**src/rtl/rstk_pkg.sv**
```systemverilog
// Package rstk_pkg
// Shared operation codes and entry layout helpers for the per-thread
// return stack. Assumes the program counter is narrower than the entry,
// so that the two flag bits fit directly above it.
package rstk_pkg;

    typedef enum logic [2:0] {
        OP_IDLE  = 3'd0,
        OP_CALL  = 3'd1,
        OP_CALLD = 3'd2,
        OP_RET   = 3'd3,
        OP_PUSH  = 3'd4,
        OP_POP   = 3'd5
    } rstk_op_e;

    localparam int OP_W = 3;

    // True for every code that writes a new entry.
    function automatic logic op_is_push(input logic [OP_W-1:0] op);
        return (op == OP_CALL) || (op == OP_CALLD) || (op == OP_PUSH);
    endfunction

    // True for every code that removes the top entry.
    function automatic logic op_is_pop(input logic [OP_W-1:0] op);
        return (op == OP_RET) || (op == OP_POP);
    endfunction

endpackage

```
**src/rtl/rstk_retaddr.sv**
```systemverilog
// Module rstk_retaddr
// Computes the return address saved by a call: the next address, moved
// further past the thread's own in-flight instructions when the call is
// delayed. Pure combinational; wraps modulo 2^PC_W.
module rstk_retaddr #(
    parameter int PC_W   = 16,
    parameter int PIPE_W = 2
) (
    input  logic [PC_W-1:0]   pc,
    input  logic              delayed,
    input  logic [PIPE_W-1:0] inflight,
    output logic [PC_W-1:0]   ret_addr
);

    logic [PC_W-1:0] skip;

    // Extra distance for a delayed call, zero otherwise.
    always_comb begin
        skip = delayed ? PC_W'(inflight) : '0;
    end

    // Next address plus the skip, wrapping.
    always_comb begin
        ret_addr = pc + PC_W'(1) + skip;
    end

endmodule

```
**src/rtl/rstk_lane.sv**
```systemverilog
// Module rstk_lane
// One thread's stack: DEPTH slots, a wrapping write pointer and the
// registered response. Assumes DEPTH is a power of two so that the
// pointer wraps by natural overflow, and that a single code per cycle
// is presented, so push and pop can never coincide.
module rstk_lane
    import rstk_pkg::*;
#(
    parameter int DEPTH  = 4,
    parameter int DATA_W = 32,
    parameter int PC_W   = 16,
    parameter int PIPE_W = 2
) (
    input  logic              clk,
    input  logic              rst_n,
    input  logic [OP_W-1:0]   op,
    input  logic [PC_W-1:0]   pc,
    input  logic [PIPE_W-1:0] inflight,
    input  logic              z_in,
    input  logic              c_in,
    input  logic [DATA_W-1:0] wdata,
    input  logic              wz,
    input  logic              wc,
    output logic              rsp_pc_load,
    output logic [PC_W-1:0]   rsp_pc,
    output logic              rsp_z_we,
    output logic              rsp_z,
    output logic              rsp_c_we,
    output logic              rsp_c,
    output logic              rsp_pop_valid,
    output logic [DATA_W-1:0] rsp_data
);

    localparam int PTR_W = (DEPTH > 1) ? $clog2(DEPTH) : 1;
    localparam int C_POS = PC_W;
    localparam int Z_POS = PC_W + 1;

    logic [DATA_W-1:0] slots [DEPTH];
    logic [PTR_W-1:0]  wr_ptr;
    logic [PTR_W-1:0]  top_ptr;
    logic [PC_W-1:0]   ret_addr;
    logic [DATA_W-1:0] call_word;
    logic [DATA_W-1:0] new_word;
    logic [DATA_W-1:0] top_word;
    logic              do_push;
    logic              do_pop;

    u_addr_unused_guard : assert final (Z_POS < DATA_W);

    rstk_retaddr #(
        .PC_W   (PC_W),
        .PIPE_W (PIPE_W)
    ) u_retaddr (
        .pc       (pc),
        .delayed  (op == OP_CALLD),
        .inflight (inflight),
        .ret_addr (ret_addr)
    );

    // Decode the operation class.
    always_comb begin
        do_push = op_is_push(op);
        do_pop  = op_is_pop(op);
    end

    // Build the call entry: flags above the return address, rest zero.
    always_comb begin
        call_word                = '0;
        call_word[PC_W-1:0]      = ret_addr;
        call_word[C_POS]         = c_in;
        call_word[Z_POS]         = z_in;
    end

    // Select what a push writes.
    always_comb begin
        new_word = (op == OP_PUSH) ? wdata : call_word;
    end

    // Top of stack sits just below the write pointer.
    always_comb begin
        top_ptr  = wr_ptr - PTR_W'(1);
        top_word = slots[top_ptr];
    end

    // Write pointer moves up on push, down on pop, wrapping.
    always_ff @(posedge clk) begin
        if (!rst_n) begin
            wr_ptr <= '0;
        end else if (do_push) begin
            wr_ptr <= wr_ptr + PTR_W'(1);
        end else if (do_pop) begin
            wr_ptr <= top_ptr;
        end
    end

    // Slot storage: a push writes the slot under the write pointer.
    always_ff @(posedge clk) begin
        if (!rst_n) begin
            for (int s = 0; s < DEPTH; s++) begin
                slots[s] <= '0;
            end
        end else if (do_push) begin
            slots[wr_ptr] <= new_word;
        end
    end

    // Registered response for returns and pops, zero when idle.
    always_ff @(posedge clk) begin
        if (!rst_n) begin
            rsp_pc_load   <= 1'b0;
            rsp_pc        <= '0;
            rsp_z_we      <= 1'b0;
            rsp_z         <= 1'b0;
            rsp_c_we      <= 1'b0;
            rsp_c         <= 1'b0;
            rsp_pop_valid <= 1'b0;
            rsp_data      <= '0;
        end else begin
            rsp_pc_load   <= (op == OP_RET);
            rsp_pc        <= (op == OP_RET) ? top_word[PC_W-1:0] : '0;
            rsp_z_we      <= (op == OP_RET) && wz;
            rsp_z         <= (op == OP_RET) && top_word[Z_POS];
            rsp_c_we      <= (op == OP_RET) && wc;
            rsp_c         <= (op == OP_RET) && top_word[C_POS];
            rsp_pop_valid <= (op == OP_POP);
            rsp_data      <= (op == OP_POP) ? top_word : '0;
        end
    end

    // A program-counter load only follows a return.
    p_pcload_after_ret_r4 : assert property (@(posedge clk) disable iff (!rst_n)
        rsp_pc_load |-> ($past(op) == OP_RET));

    // Flag write enables need a return carrying the matching qualifier.
    p_zwe_needs_qual_r5 : assert property (@(posedge clk) disable iff (!rst_n)
        rsp_z_we |-> (($past(op) == OP_RET) && $past(wz)));

    p_cwe_needs_qual_r5 : assert property (@(posedge clk) disable iff (!rst_n)
        rsp_c_we |-> (($past(op) == OP_RET) && $past(wc)));

    // Push advances the pointer by one, wrapping past full.
    p_push_advances_r7 : assert property (@(posedge clk) disable iff (!rst_n)
        do_push |=> (wr_ptr == PTR_W'($past(wr_ptr) + PTR_W'(1))));

    // Pop retreats the pointer by one, wrapping past empty.
    p_pop_retreats_r8 : assert property (@(posedge clk) disable iff (!rst_n)
        do_pop |=> (wr_ptr == PTR_W'($past(wr_ptr) - PTR_W'(1))));

    // Idle and unused codes leave the pointer alone and raise nothing.
    p_idle_holds_r10 : assert property (@(posedge clk) disable iff (!rst_n)
        (!do_push && !do_pop) |=> ($stable(wr_ptr) && !rsp_pc_load && !rsp_pop_valid));

endmodule

```
**src/rtl/thread_return_stack.sv**
```systemverilog
// Module thread_return_stack
// Top level: one independent stack lane per thread, with all per-thread
// signals carried on flat vectors (thread t in slice t). Assumes the
// surrounding pipeline issues at most one code per thread per cycle.
module thread_return_stack
    import rstk_pkg::*;
#(
    parameter int THREADS = 4,
    parameter int DEPTH   = 4,
    parameter int DATA_W  = 32,
    parameter int PC_W    = 16,
    parameter int PIPE_W  = 2
) (
    input  logic                      clk,
    input  logic                      rst_n,
    input  logic [THREADS*OP_W-1:0]   op_code,
    input  logic [THREADS*PC_W-1:0]   cur_pc,
    input  logic [THREADS*PIPE_W-1:0] pipe_n,
    input  logic [THREADS-1:0]        flag_z,
    input  logic [THREADS-1:0]        flag_c,
    input  logic [THREADS*DATA_W-1:0] push_data,
    input  logic [THREADS-1:0]        ret_wz,
    input  logic [THREADS-1:0]        ret_wc,
    output logic [THREADS-1:0]        pc_load,
    output logic [THREADS*PC_W-1:0]   pc_out,
    output logic [THREADS-1:0]        z_we,
    output logic [THREADS-1:0]        z_val,
    output logic [THREADS-1:0]        c_we,
    output logic [THREADS-1:0]        c_val,
    output logic [THREADS-1:0]        pop_valid,
    output logic [THREADS*DATA_W-1:0] pop_data
);

    // One lane per thread; no shared state between lanes.
    for (genvar t = 0; t < THREADS; t++) begin : g_lane
        rstk_lane #(
            .DEPTH  (DEPTH),
            .DATA_W (DATA_W),
            .PC_W   (PC_W),
            .PIPE_W (PIPE_W)
        ) u_lane (
            .clk           (clk),
            .rst_n         (rst_n),
            .op            (op_code[t*OP_W +: OP_W]),
            .pc            (cur_pc[t*PC_W +: PC_W]),
            .inflight      (pipe_n[t*PIPE_W +: PIPE_W]),
            .z_in          (flag_z[t]),
            .c_in          (flag_c[t]),
            .wdata         (push_data[t*DATA_W +: DATA_W]),
            .wz            (ret_wz[t]),
            .wc            (ret_wc[t]),
            .rsp_pc_load   (pc_load[t]),
            .rsp_pc        (pc_out[t*PC_W +: PC_W]),
            .rsp_z_we      (z_we[t]),
            .rsp_z         (z_val[t]),
            .rsp_c_we      (c_we[t]),
            .rsp_c         (c_val[t]),
            .rsp_pop_valid (pop_valid[t]),
            .rsp_data      (pop_data[t*DATA_W +: DATA_W])
        );
    end

endmodule

```
**config.mk**
```make
export PLATFORM = sky130hd
export DESIGN_NAME = thread_return_stack
export DESIGN_NICKNAME = d
export VERILOG_FILES = /design/src/rtl/rstk_pkg.sv /design/src/rtl/rstk_retaddr.sv /design/src/rtl/rstk_lane.sv /design/src/rtl/thread_return_stack.sv
export SDC_FILE = /design/constraint.sdc
export NUM_CORES = 1
export LEC_CHECK = 0
export BUFFER_PORTS_ARGS = -buffer_cell sky130_fd_sc_hd__buf_4
export CORE_MARGIN = 2
export CORE_UTILIZATION = 57
export DETAILED_ROUTE_END_ITERATION = 8
export GPL_ROUTABILITY_DRIVEN = 0
export MAX_ROUTING_LAYER = met4
export PLACE_DENSITY = 0.83
export SETUP_SLACK_MARGIN = 0.05
export SLEW_MARGIN = 20
export SYNTH_ARGS = -nofsm -noshare
export SYNTH_HDL_FRONTEND = slang
export SYNTH_SLANG_ARGS = --single-unit
```
**constraint.sdc**
```tcl
create_clock -name clk -period 3.5 [get_ports clk]
set_input_delay 0.7 -clock clk [delete_from_list [all_inputs] [get_ports clk]]
set_output_delay 0.7 -clock clk [all_outputs]
set_load 0.005 [all_outputs]
```
# ---- Word-level counts from Yosys, hierarchy flattened
# Memory sizes are Yosys's and may differ from the RTL's.
# Cells that the tools add are included.
dict set report op_classes {
  add_sub_neg 16
  reduce_logical 44
  eq_ne 20
  n_mux 41
}
# cell count
set op_table {}
lappend op_table {{$mux 32} 8}
lappend op_table {{$reduce_or 32->1} 4}
lappend op_table {{$add 16x1->16 const B} 4}
lappend op_table {{$add 16x16->16} 4}
lappend op_table {{$mux 2} 16}
lappend op_table {{$eq 3x2->1 const B} 8}
lappend op_table {{$eq 3x3->1 const B} 8}
lappend op_table {{$mux 1} 17}
lappend op_table {{$logic_and 1x1->1} 16}
lappend op_table {{$reduce_and 2->1} 8}
lappend op_table {{$eq 3x1->1 const B} 4}
lappend op_table {{$logic_or 1x1->1} 12}
lappend op_table {{$add 2x1->2 const B} 4}
lappend op_table {{$reduce_bool 2->1} 4}
lappend op_table {{$sub 2x1->2 const B} 4}
dict set report word_totals {
  wordCells 161
  ff_bits 224
  output_inout_bits 216
  inputBits 230
  mem_bits_rw 512
  mem_count 4
}
# memory depth word_bits read_ports rd_ports_with_merged_regs wr line
set memory_table {}
lappend memory_table {{g_lane[0].u_lane.slots} 4 32 1 0 4 rstk_lane.sv:38} ;# logic [DATA_W-1:0] slots [DEPTH];
lappend memory_table {{g_lane[1].u_lane.slots} 4 32 1 0 4 rstk_lane.sv:38}
lappend memory_table {{g_lane[2].u_lane.slots} 4 32 1 0 4 rstk_lane.sv:38}
lappend memory_table {{g_lane[3].u_lane.slots} 4 32 1 0 4 rstk_lane.sv:38}

# ---- Longest topological paths before layout
# Gate-level depths: netlist of the first run.
dict set report depth {
  depth_word 8
  depth_mapped 10
  mapped_depth_nobuf 10
}

# ---- Modules after synthesis
# From an unflattened synthesis of the first run, not the netlist that was laid out.
dict set report hier_totals {
  cells_unflattened 2298
  hier_area_um2 31750.5
}
# module cells_per_inst seq_area_each_um2 area_each_um2 instances
set modules_own_cells {}
lappend modules_own_cells {{rstk_lane at g_lane[0].u_lane ...} 558 4964.8 8042.7 2}
lappend modules_own_cells {{rstk_lane at g_lane[2].u_lane ...} 495 4964.8 7131.8 2}
lappend modules_own_cells {rstk_retaddr 48 0.0 350.3 4}

# ---- Least setup slack after synthesis of the first run
# OpenSTA, ideal clock, no wires.
dict set report synth_path {
  path_type {input-to-reg}
  startpoint {in op_code[4]}
  endpoint {mem g_lane[1].u_lane.slots[1][0], enable pin}
  t_arrival_ps 2763
  stages 8
  setup_time_ps 389
  t_required_ps 3111
  setup_slack_ps 348
  path_buffers 4
  cell_sequence {buf_2 -> nor3b_4 -> o21ai_1 -> buf_2 -> or2_1 -> buf_2 -> buf_6 -> nand2_1}
}
# element line
set synth_lines {}
lappend synth_lines {{start: declaration} thread_return_stack.sv:16} ;# input logic [THREADS*OP_W-1:0] op_code,
lappend synth_lines {{end: declaration} rstk_lane.sv:38}

==> summary by stage, run 1 <==
Critical path
The type of element launching the critical path is an input pin. Counting both buffers and inverters, the worst setup path holds a total of 1. The critical path in this run is classified as input pin to register. The setup slack on the worst flop-to-flop path is 1.07 ns. The critical path required time is 3.85 ns.

The reg-to-reg critical path startpoint is g_lane[2].u_lane.wr_ptr[1]$_SDFFE_PN0P_. The cell repeated most along the worst path is nor2_1. Broken down by cell family, the worst path's largest delay share belongs to simple AND/OR/NAND/NOR gates. The arrival time at the worst endpoint is 3.04 ns. The kind of capture point of the worst setup path is a register. The depth of the worst register-to-register path is 4. The critical path ends at g_lane[3].u_lane.slots[0][14]$_SDFFCE_PN0P_.

Counting buffers and inverters, the worst setup path is 10 cells deep. The slowest stage cell on the critical path is fa_1. The signal on the critical path passes through buf_4, nor2_1, nand3_1, ha_1, fa_1, nand4b_1, nor4_1, xor2_1, mux2i_1, nor2_1.

The endpoint of the worst-slack reg-to-reg timing path is g_lane[2].u_lane.slots[2][11]$_SDFFCE_PN0P_. The critical path launch point is op_code[9]. Along the worst path, the maximum fanout reaches 8. For this run, the slowest stage of the critical path takes 0.46 ns.

Finish
The number of antenna diodes in the final layout is 0. The fraction of layout instances using a drive strength above 1 is 28.7%. The area overhead of the layout relative to synthesis is 21.5%. The net count reported at finish is 2951.

Synth
After technology mapping, the gate count stands at 2267. edfxtp_1 takes more of the synthesized area than any other cell. The register bit total from synthesis is 736. The sequential element share of the synthesized area is 66.0%. For this run, the leading register cell type out of synthesis is edfxtp_1.

Dividing the synthesized area by the synthesized cell count gives 13.3 sq um. Among all cell types in the netlist, the one instantiated most often is edfxtp_1. After synthesis the cells add up to 30100 sq um.

By area the synthesized netlist is led by edfxtp_1 51%, dfxtp_1 15%, mux4_2 9.6%. After synthesis, the most frequently instantiated cells are 512 x edfxtp_1, 442 x nor2_1, 224 x dfxtp_1. The number of nets in the synthesized netlist is 2509.

During synthesis, Yosys emitted a total of 0 warnings. Yosys mapped a number of flops with a built-in enable equal to 512. For this run, asynchronously set or reset flops after synthesis account for 0%. The number of distinct library cells after synthesis is 62. The fraction of post-synthesis cell area in the top cell type by area is 51.1%.

Timing
The number of failing hold endpoints at the final stage came to 0. The worst-case clock skew is 0.0257 ns. The clock period minus final worst setup slack is 2.69 ns. The slew at the pin with the worst max-slew slack is 1.03 ns. Setup violations remaining at the end of the flow were counted as 0.

The upper clock frequency limit is 372 MHz. The max-slew headroom at the worst pin is 31.1%. Setup repair after global routing left no endpoint under its margin. The final max-slew violation count is 0.

The period utilization is 76.9%. The setup TNS is 0 ns.

Clock tree
The clock tree from TritonCTS is built. The longest clock path from root to sink contains 3 buffers. The number of buffers created by CTS is 74. The cell chosen for the clock root is clkbuf_16.

The CTS clock-pin slew for the worst setup and hold paths is 0.06 ns. The number of clock sinks is 736. The number of buffers added to fix hold violations after cts is 0. Post-CTS repair changed the size of 0 cells.

The number of setup buffers added after CTS is 0. The later-pin clock latency in the skew report is 0.63 ns. The H-tree generated during clock tree synthesis spans 3 levels.

Global route
The first global-routing pass estimated 111000 um of wire. The via count of the first global-routing pass was 20100. The global routing usage summed across all routing layers is 27.9%. Global routing consumed, on the met3 layer, 5.03% of the routing resources. The final global-route overflow total is 0. The layer flagged by global routing as most heavily used is met2. The number of antenna violations at the first check in global routing came to 0. Entering global routing, the biggest net connects 34 pins. The met1 track demand over resource is 32.9%. The met2 track utilization from global routing is 46.9%.

Pwr
Summed over all cells, the static leakage comes to 14.7 nW. Combinational cells account for 10.8% of the total power. The share of total power in sequential cells is 50.0%.

The switching portion of total power is 23.5%. For this design the ratio of total power to cell area is 545 nW/um^2. Total power for the finished layout comes to 19.9 mW. Across the VDD grid, the largest voltage drop is 534 uV. The cell-internal power is 15.2 mW. The share of total power in the clock network is 39.1%. The net switching power is 4.67 mW.

Routing
The average detailed-routed wire length per instance is 21.5 um. For this run, design rule violations remaining after detail routing come to 0. The number of iterations in the first detailed-routing pass is 6. The post-detailed-route via-to-cell ratio is 5.71. The DRC violation total after the first TritonRoute iteration is 1881. The via count is 19700. The total wirelength of the detailed-routed design is 74200 um. The count of nets left with antenna violations after detail routing is 0.

Job
The number of violations of the max-capacitance limit is 0.

Place
Input and output buffers added on the ports amount to 445. After legalization and detailed placement, the total HPWL measured 48400 um.

Die
The floorplan step defined a die boundary enclosing 54600 sq um. Pin placement for this block handled 446 I/O pins. The number of placement rows is 84. The floorplan core area is 52300 sq um. The width of the die is 234 um. The starting utilization of the core area is 57.5%. Measured along the y axis, the die boundary spans 234 um.

Worst hold path
The min-delay analysis places its worst path in the category input pin to register.

Status
The run finished with clean final reports.
## layer usage
layer  share of wire (%)  wire [um]
met1                  36      26600
met2                  52      38300
met3                 8.9       6590
met4                 3.7       2740
met5                   0          0
## per-stage QoR
step	area [sq um]	instances	setup slack, ns	hold WS [ns]	util, %
6_report	36600	3458	0.809	0.271	69.8
3_3_place_gp	34200	3321	0.309	0.647	65.3
3_5_place_dp	34200	3321	0.221	0.656	65.3
2_1_floorplan	30100	2267	0.348	0.605	-
4_1_cts	36600	3458	0.878	0.237	69.8
5_1_grt	36600	3458	0.614	0.262	69.8
## state kept, by name (all words and copies together) (netlist names)
signal	cells
g_lane.u_lane.rsp_pop_valid	4
g_lane.u_lane.rsp_c	4
g_lane.u_lane.rsp_pc	64
g_lane.u_lane.slots	512
g_lane.u_lane.rsp_pc_load	4
g_lane.u_lane.rsp_data	128
g_lane.u_lane.wr_ptr	8
g_lane.u_lane.rsp_c_we	4
g_lane.u_lane.rsp_z	4
g_lane.u_lane.rsp_z_we	4
## layout make-up
| class | instances | area [sq um] |
|---|---|---|
| Sequential cell | 736 | 19900 |
| Clock inverter | 29 | 278 |
| Timing Repair Buffer | 521 | 3960 |
| Clock buffer | 108 | 2120 |
| Multi-Input combinational cell | 1266 | 9060 |
| Tap cell | 688 | 861 |
| Fill cell | 3372 | 15800 |
| Inverter | 110 | 413 |
## worst reg2reg max path, delay by kind of cell, from the launching register on
family | cells | cell delay, ns
flops | 1 | 0.84
simple gates | 3 | 1.03
buf+inv | 1 | 0.24
## cells by family after synthesis
kind of cell,synth area share (%)
AND/OR/NAND/NOR,14.7
flip-flops,66.0
buffers and inverters,3.86
multiplexers,10.5
AO/OA/AOI/OAI,2.55
XOR/XNOR,1.78
adder cells (fa/ha/maj),0.599
## worst min-delay path by stage
stage                                                start                                    endpoint  slack (ns)  depth (start not counted)
2_1_floorplan      g_lane[1].u_lane.wr_ptr[1]$_SDFFE_PN0P_  g_lane[1].u_lane.slots[2][4]$_SDFFCE_PN0P_        0.60                          2
6_report                                         ret_wz[0]        g_lane[0].u_lane.rsp_z_we$_SDFF_PN0_        0.27                          2
5_1_grt                                          ret_wz[2]        g_lane[2].u_lane.rsp_z_we$_SDFF_PN0_        0.26                          2
4_1_cts                                          ret_wz[0]        g_lane[0].u_lane.rsp_z_we$_SDFF_PN0_        0.24                          2
3_3_place_gp       g_lane[0].u_lane.slots[3][23]$_DFFE_PP_    g_lane[0].u_lane.rsp_data[23]$_SDFF_PN0_        0.65                          2
3_5_place_dp   g_lane[0].u_lane.slots[1][19]$_SDFFCE_PN0P_    g_lane[0].u_lane.rsp_data[19]$_SDFF_PN0_        0.66                          2
## cell usage in the layout, fill, tap and decap left out, types with 77 or more instances in the layout
cell	netlist	layout
clkbuf_16	0	77
edfxtp_1	512	512
inv_1	110	110
mux4_2	128	128
nand2_1	115	115
buf_4	25	517
and2_1	100	100
nor2b_1	132	132
dfxtp_1	224	220
nor2_1	442	442
## power groups by stage
stage	clock, mW	sequential, mW	combinational, mW
floorplan	0	10.0	1.39
global placement	0	10.1	2.10
detailed placement	0	10.2	2.13
CTS	7.89	9.98	2.16
global route	8.21	10.0	2.30
finish	7.79	9.97	2.16
Note: power is estimated with default switching activity, not from simulation.
==> inputs of run 2 (changes only) <==
Settings changed: CORE_UTILIZATION 57 to 52, PLACE_DENSITY 0.83 to 0.8.
Clock period 3.5 ns to 2.3 ns, I/O delays scaled along.
==> summary by stage, run 2 (same netlist as run 1, synthesis figures left out) <==
Critical path
The top cell family by delay on the critical path is simple AND/OR/NAND/NOR gates (unchanged). The total buffers and inverters traversed by the critical path is 2 (was 1). The arrival time at the worst endpoint is 2.45 ns (was 3.04 ns). The cell repeated most along the worst path is buf_4 (was nor2_1). The kind of capture point of the worst setup path was a register (unchanged). The maximum fanout along the worst path is 5 (was 8). The critical path required time is 2.64 ns (was 3.85 ns). The slowest stage cell on the critical path is fa_2 (was fa_1). Worst path cell trace: buf_4, nor2_4, nand3_2, ha_4, fa_2, nand4b_1, buf_4, nor4_2, xor2_1, mux2i_1, nor2_1 (was buf_4, nor2_1, nand3_1, ha_1, fa_1, nand4b_1, nor4_1, xor2_1, mux2i_1, nor2_1). The startpoint-to-endpoint class of the critical path was input pin to register (unchanged). The type of element launching the critical path is an input pin (unchanged). The stage delay of the slowest cell on the critical path came to 0.33 ns (was 0.46 ns).

Timing
The final worst hold slack was 0.0524 ns (was 0.271 ns). The max-slew headroom at the worst pin is 26.3% (was 31.1%). The period utilization is 91.8%. The smallest clock period supported by the final layout is computed as 2.11 ns. The final max-slew violation count is 0 (unchanged). The final-report setup violation count is 0 (unchanged).

The worst-case clock skew is 0.0265 ns (was 0.0257 ns). RSZ-0062 raised after global routing: no (unchanged). The number of failing hold endpoints at the final stage was 0 (unchanged).

The upper clock frequency limit is 474 MHz. The setup TNS came to 0 ns (unchanged). The slew at the pin with the worst max-slew slack is 1.10 ns (was 1.03 ns).

Clock tree
The number of buffers added to fix hold violations after cts came to 0 (unchanged). The later-pin clock latency in the skew report is 0.62 ns (was 0.63 ns). The buffers inserted during post-CTS setup optimization is 0 (unchanged). The clock tree from TritonCTS is built (unchanged). The number of clock sinks is 736 (unchanged). The number of buffers created by CTS is 75 (was 74). The cell chosen for the clock root is clkbuf_16 (unchanged). The number of levels in the clock H-tree is 3 (unchanged). The CTS clock-pin slew for the worst setup and hold paths is 0.06 ns (about the same). The maximum root-to-sink buffer count is 3 (unchanged). The quantity of gates resized following cts is 0 (unchanged).

Worst hold path
The type of the most critical hold path is input pin to register (unchanged).

Global route
The final global-route overflow total came to 0 (unchanged). The via count of the first global-routing pass came to 20600 (was 20100). The first-pass GRT wire length was 116000 um (was 111000 um). The global routing usage summed across all routing layers is 26.1% (was 27.9%). The number of antenna violations at the first check in global routing is 2 (was 0). The largest net degree at the start of global routing is 37 (was 34).

Die
The area of the die is 59800 sq um (was 54600 sq um). The I/O pin count is 446 (unchanged). The y dimension of the die is 245 um (was 234 um). The floorplan core area is 57500 sq um (was 52300 sq um). The width of the die is 245 um (was 234 um). The number of placement rows is 88 (was 84). The starting utilization of the core area was 52.3% (was 57.5%).

Routing
The post-detailed-route via-to-cell ratio is 5.48 (was 5.71). The post-detailed-route DRC marker count was 0 (unchanged). The total wirelength of the detailed-routed design is 75600 um (was 74200 um). The DRC violation total after the first TritonRoute iteration is 1511 (was 1881). The count of nets left with antenna violations after detail routing came to 0 (unchanged).

The average detailed-routed wire length per instance came to 20.9 um (was 21.5 um). The number of iterations in the first detailed-routing pass is 5 (was 6). The via count was 19800 (was 19700).

Place
The post-detailed-placement cell area is 35700 sq um (was 34200 sq um). The number of I/O port buffers was 445 (unchanged). The HPWL after detailed placement is 51800 um (was 48400 um).

Finish
The final-layout fill cell count is 3998 (was 3372). The register containing the most flip-flops in the final layout is g_lane.u_lane.slots (unchanged). The number of flip-flops in the largest register is 512 (unchanged). The most common library cell in the layout ignoring fill and taps is buf_4 (unchanged).

The area overhead of the layout relative to synthesis is 26.7% (was 21.5%). The post-route cell area is 38100 sq um (was 36600 sq um). The fraction of layout instances using a drive strength above 1 was 33.2% (was 28.7%). Largest registers: g_lane.u_lane.slots: 512 flops, g_lane.u_lane.rsp_data: 128 flops, g_lane.u_lane.rsp_pc: 64 flops (unchanged). The net count reported at finish is 3037 (was 2951).

Commonest cells after routing, fill and taps aside: 577 x buf_4, 512 x edfxtp_1, 436 x nor2_1, 218 x dfxtp_1, 130 x nor2b_1 (was 517 x buf_4, 512 x edfxtp_1, 442 x nor2_1, 220 x dfxtp_1, 132 x nor2b_1).

Status
Run status: finished, final reports clean (unchanged).

Pwr
The total power density per cell area is 806 nW/um^2 (was 545 nW/um^2). The maximum ir drop on the vdd rail is 670 uV (was 534 uV). The static leakage power is 15.3 nW (was 14.7 nW).

Job
The number of violations of the max-capacitance limit is 0 (unchanged).
[run 2: changes by cell type in the layout (fill, tap and decap cells not counted), sizes merged]
cell,change
diode,+1
clkinvlp,-1
clkinv,+3
clkbuf,+4
bufinv,-2
inv,-2
buf,+85
[run 2: worst register-to-register path, delay by kind of cell (launching register included)]
kind / cells / cell delay, ns
buffers and inverters: 1 / 0.41
DFF: 1 / 0.61
muxes: 1 / 0.61
and+or+nand+nor: 1 / 0.15
[run 2: per-layer routing]
metal | wire length, um | part of all wire, % | global-route usage (%) | up-vias
met1 | 30000 | 40 | 32.9 | 9865
met3 | 4800 | 6.4 | 3.71 | 169
met2 | 38400 | 51 | 43.1 | 806
met5 | 0 | 0 | - | -
li1 | - | - | - | 8997
met4 | 2460 | 3.3 | 10.0 | 0
[run 2: path summary, 6_finish.rpt]
path	from	end	slack, ns	cells past startpoint
worst max-delay path	op_code[5]	g_lane[1].u_lane.slots[3][12]$_DFFE_PP_	0.19	11
worst max register to register	g_lane[1].u_lane.wr_ptr[0]$_SDFFE_PN0P_	g_lane[1].u_lane.rsp_data[16]$_SDFF_PN0_	0.39	3
worst min register to register	g_lane[0].u_lane.slots[1][30]$_SDFFCE_PN0P_	g_lane[0].u_lane.rsp_data[30]$_SDFF_PN0_	0.67	2
worst min-delay path	ret_wz[3]	g_lane[3].u_lane.rsp_z_we$_SDFF_PN0_	0.05	2
[run 2: final cells by class]
class | instances | area [sq um] | share of cell area (%)
well taps | 765 | 957 | 2.51
repair buffers | 606 | 4910 | 12.9
multi-input cells | 1266 | 9520 | 25.0
clock buffers | 112 | 2220 | 5.84
inverters | 110 | 413 | 1.08
diodes | 1 | 2.50 | 0.00657
clock inverters | 27 | 205 | 0.539
flip-flops and latches | 736 | 19900 | 52.1
[run 2: through the flow]
| stage | util [%] | instances | power (mW) | setup slack, ns |
|---|---|---|---|---|
| after floorplan | - | 2267 | 17.5 | -0.312 |
| after global placement | 62.1 | 3483 | 19.0 | -0.351 |
| after detailed placement | 62.1 | 3483 | 19.1 | -0.422 |
| after CTS | 66.3 | 3622 | 30.9 | 0.227 |
| after global routing | 66.3 | 3623 | 31.7 | 0.0525 |
| final | 66.3 | 3623 | 30.7 | 0.189 |
[run 2: power breakdown]
part	switching (mW)	internal [mW]
clock	5.05	6.85
combinational	1.91	1.79
sequential	0.271	14.9
==> inputs of run 3 (changes only) <==
Settings changed: CELL_PAD_IN_SITES_DETAIL_PLACEMENT set to 1, CELL_PAD_IN_SITES_GLOBAL_PLACEMENT set to 2, CORE_UTILIZATION 52 to 35, PLACE_DENSITY 0.8 to 0.78.
==> summary by stage, run 3 (same netlist as run 1, synthesis figures left out) <==
Die
The y dimension of the die came to 297 um (was 245 um). The width of the die is 297 um (was 245 um). The I/O pin count is 446 (unchanged). The starting utilization of the core area was 35.3% (was 52.3%).

The number of placement rows is 107 (was 88). The area of the die is 88300 sq um (was 59800 sq um). The floorplan core area is 85100 sq um (was 57500 sq um).

Critical path
The endpoint of the worst-slack reg-to-reg timing path is g_lane[1].u_lane.slots[1][28]$_SDFFCE_PN0P_ (was g_lane[1].u_lane.rsp_data[16]$_SDFF_PN0_). The arrival time at the worst endpoint came to 2.51 ns (was 2.45 ns). The kind of capture point of the worst setup path is a register (unchanged). The startpoint-to-endpoint class of the critical path is input pin to register (unchanged). The reg-to-reg critical path startpoint is g_lane[1].u_lane.wr_ptr[0]$_SDFFE_PN0P_ (unchanged). The maximum fanout along the worst path was 4 (was 5). The setup slack on the worst flop-to-flop path was 0.32 ns (was 0.39 ns).

The depth of the worst register-to-register path is 3 (unchanged). The critical path launch point was op_code[11] (was op_code[5]). The type of element launching the critical path is an input pin (unchanged). The critical path required time is 2.66 ns (was 2.64 ns).

Routing
The count of nets left with antenna violations after detail routing is 0 (unchanged). The average detailed-routed wire length per instance is 21.2 um (was 20.9 um). The via count is 19800 (about the same). The post-detailed-route via-to-cell ratio is 4.88 (was 5.48).

The number of iterations in the first detailed-routing pass is 5 (unchanged). The DRC violation total after the first TritonRoute iteration came to 910 (was 1511). The total wirelength of the detailed-routed design came to 86000 um (was 75600 um).

The post-detailed-route DRC marker count was 0 (unchanged).

Worst hold path
The launch point of the worst hold path is ret_wc[3] (was ret_wz[3]). The type of the most critical hold path is input pin to register (unchanged). The worst hold endpoint is g_lane[3].u_lane.rsp_c_we$_SDFF_PN0_ (was g_lane[3].u_lane.rsp_z_we$_SDFF_PN0_). The number of cells on the worst hold path is 2 (unchanged).

Finish
The most common library cell in the layout ignoring fill and taps was buf_4 (unchanged). The area used by multi-input combinational logic was 9530 sq um (was 9520 sq um). Commonest cells after routing, fill and taps aside: 601 x buf_4, 512 x edfxtp_1, 436 x nor2_1, 217 x dfxtp_1, 130 x nor2b_1 (was 577 x buf_4, 512 x edfxtp_1, 436 x nor2_1, 218 x dfxtp_1, 130 x nor2b_1).

The end-of-flow core utilization is 46.3% (was 66.3%). The fraction of layout instances using a drive strength above 1 is 34.3% (was 33.2%). The final-layout fill cell count is 8813 (was 3998). The sequential standard cell area was 19900 sq um (about the same).

The area overhead of the layout relative to synthesis came to 31.0% (was 26.7%). The register containing the most flip-flops in the final layout is g_lane.u_lane.slots (unchanged). The number of flip-flops in the largest register is 512 (unchanged). Largest registers: g_lane.u_lane.slots: 512 flops, g_lane.u_lane.rsp_data: 128 flops, g_lane.u_lane.rsp_pc: 64 flops (unchanged).

The net count reported at finish is 3080 (was 3037).

Clock tree
The clock tree from TritonCTS was built (unchanged). The number of levels in the clock H-tree is 3 (unchanged). The later-pin clock latency in the skew report is 0.62 ns (about the same). The maximum root-to-sink buffer count is 3 (unchanged).

The buffers inserted during post-CTS setup optimization is 0 (unchanged). The number of buffers created by CTS is 82 (was 75). The cell chosen for the clock root is clkbuf_16 (unchanged). The number of clock sinks came to 736 (unchanged). The CTS clock-pin slew for the worst setup and hold paths was 0.06 ns (about the same).

Timing
RSZ-0062 raised after global routing: no (unchanged). The final worst hold slack came to 0.0489 ns (was 0.0524 ns). The max-slew headroom at the worst pin is 65.0% (was 26.3%). The worst-case clock skew is 0.0222 ns (was 0.0265 ns). The period utilization came to 93.4% (was 91.8%). The upper clock frequency limit came to 466 MHz (was 474 MHz). The clock period minus final worst setup slack is 2.15 ns (was 2.11 ns).

The final max-slew violation count is 0 (unchanged). The least setup slack across all paths after layout is 0.152 ns (was 0.189 ns). The number of failing hold endpoints at the final stage is 0 (unchanged). The setup TNS came to 0 ns (unchanged).

The final-report setup violation count came to 0 (unchanged). The slew at the pin with the worst max-slew slack came to 0.517 ns (was 1.10 ns).

Global route
The first-pass GRT wire length is 131000 um (was 116000 um). The global routing usage summed across all routing layers is 19.9% (was 26.1%). The via count of the first global-routing pass is 22000 (was 20600).

The number of antenna violations at the first check in global routing was 3 (was 2). The largest net degree at the start of global routing is 33 (was 37). The final global-route overflow total is 0 (unchanged).

Pwr
The total power density per cell area was 830 nW/um^2 (was 806 nW/um^2). The power consumption is 32.7 mW (was 30.7 mW). The static leakage power is 15.7 nW (was 15.3 nW). The maximum ir drop on the vdd rail came to 508 uV (was 670 uV).

Job
The number of violations of the max-capacitance limit was 0 (unchanged).

Status
Run status: finished, final reports clean (unchanged).

Place
The HPWL after detailed placement is 60500 um (was 51800 um). The number of I/O port buffers is 445 (unchanged). The worst setup slack before clock tree synthesis is -0.500 ns (was -0.422 ns).
[run 3: repair_timing]
action,CTS,global route
hold endpoints to repair,4,0
setup endpoints to repair,0,8
resized for setup,0,3
hold buffers,4,0
[run 3: through the flow]
step           std cells  cell area [sq um]
2_1_floorplan       2267              30600
3_3_place_gp        3894              36500
3_5_place_dp        3894              36500
4_1_cts             4052              39400
5_1_grt             4056              39400
6_report            4057              39400
[run 3: area by class of cell]
| cell class | count | share of cell area (%) |
|---|---|---|
| Clock buffer | 115 | 6.06 |
| Clock inverter | 39 | 1.20 |
| Antenna cell | 5 | 0.0318 |
| Sequential cell | 736 | 50.4 |
| Inverter | 110 | 1.05 |
| Multi-Input combinational cell | 1266 | 24.2 |
| Timing Repair Buffer | 642 | 13.4 |
| Tap cell | 1144 | 3.63 |
[run 3: how the worst max path moves through the flow]
stage                     slack (ns)                                     endpoint
final                           0.15  g_lane[3].u_lane.slots[2][14]$_SDFFCE_PN0P_
after global routing            0.03       g_lane[3].u_lane.slots[3][8]$_DFFE_PP_
after CTS                       0.18  g_lane[3].u_lane.slots[2][14]$_SDFFCE_PN0P_
after detailed placement       -0.50  g_lane[3].u_lane.slots[2][14]$_SDFFCE_PN0P_
after global placement         -0.44  g_lane[3].u_lane.slots[2][14]$_SDFFCE_PN0P_
after floorplan                -0.31  g_lane[3].u_lane.slots[2][12]$_SDFFCE_PN0P_
[run 3: worst max-delay path: stages]
cell and delay [ns]:
buf_4 0.12, nor2_4 0.11, nand3_2 0.13, ha_4 0.20, fa_2 0.38, nand4b_1 0.27
buf_4 0.20, nor4_2 0.17, xor2_1 0.11, mux2i_1 0.16, buf_4 0.15, nor2_1 0.05
[run 3: per-layer routing]
| layer | share of wire [%] | up-vias | GRT usage, % |
|---|---|---|---|
| met1 | 41 | 10100 | 23.2 |
| met3 | 4.7 | 134 | 3.37 |
| li1 | - | 9080 | - |
| met2 | 52 | 473 | 34.9 |
| met4 | 2.5 | 0 | 6.40 |
| met5 | 0 | - | - |
[run 3: report_power, final]
group / internal (mW) / switching (mW) / total, mW / leakage [nW]
clock: 8.30 / 5.43 / 13.7 / 1.39
sequential: 14.9 / 0.262 / 15.1 / 7.13
combinational: 1.86 / 2.00 / 3.85 / 7.20
total: 25.0 / 7.69 / 32.7 / 15.7
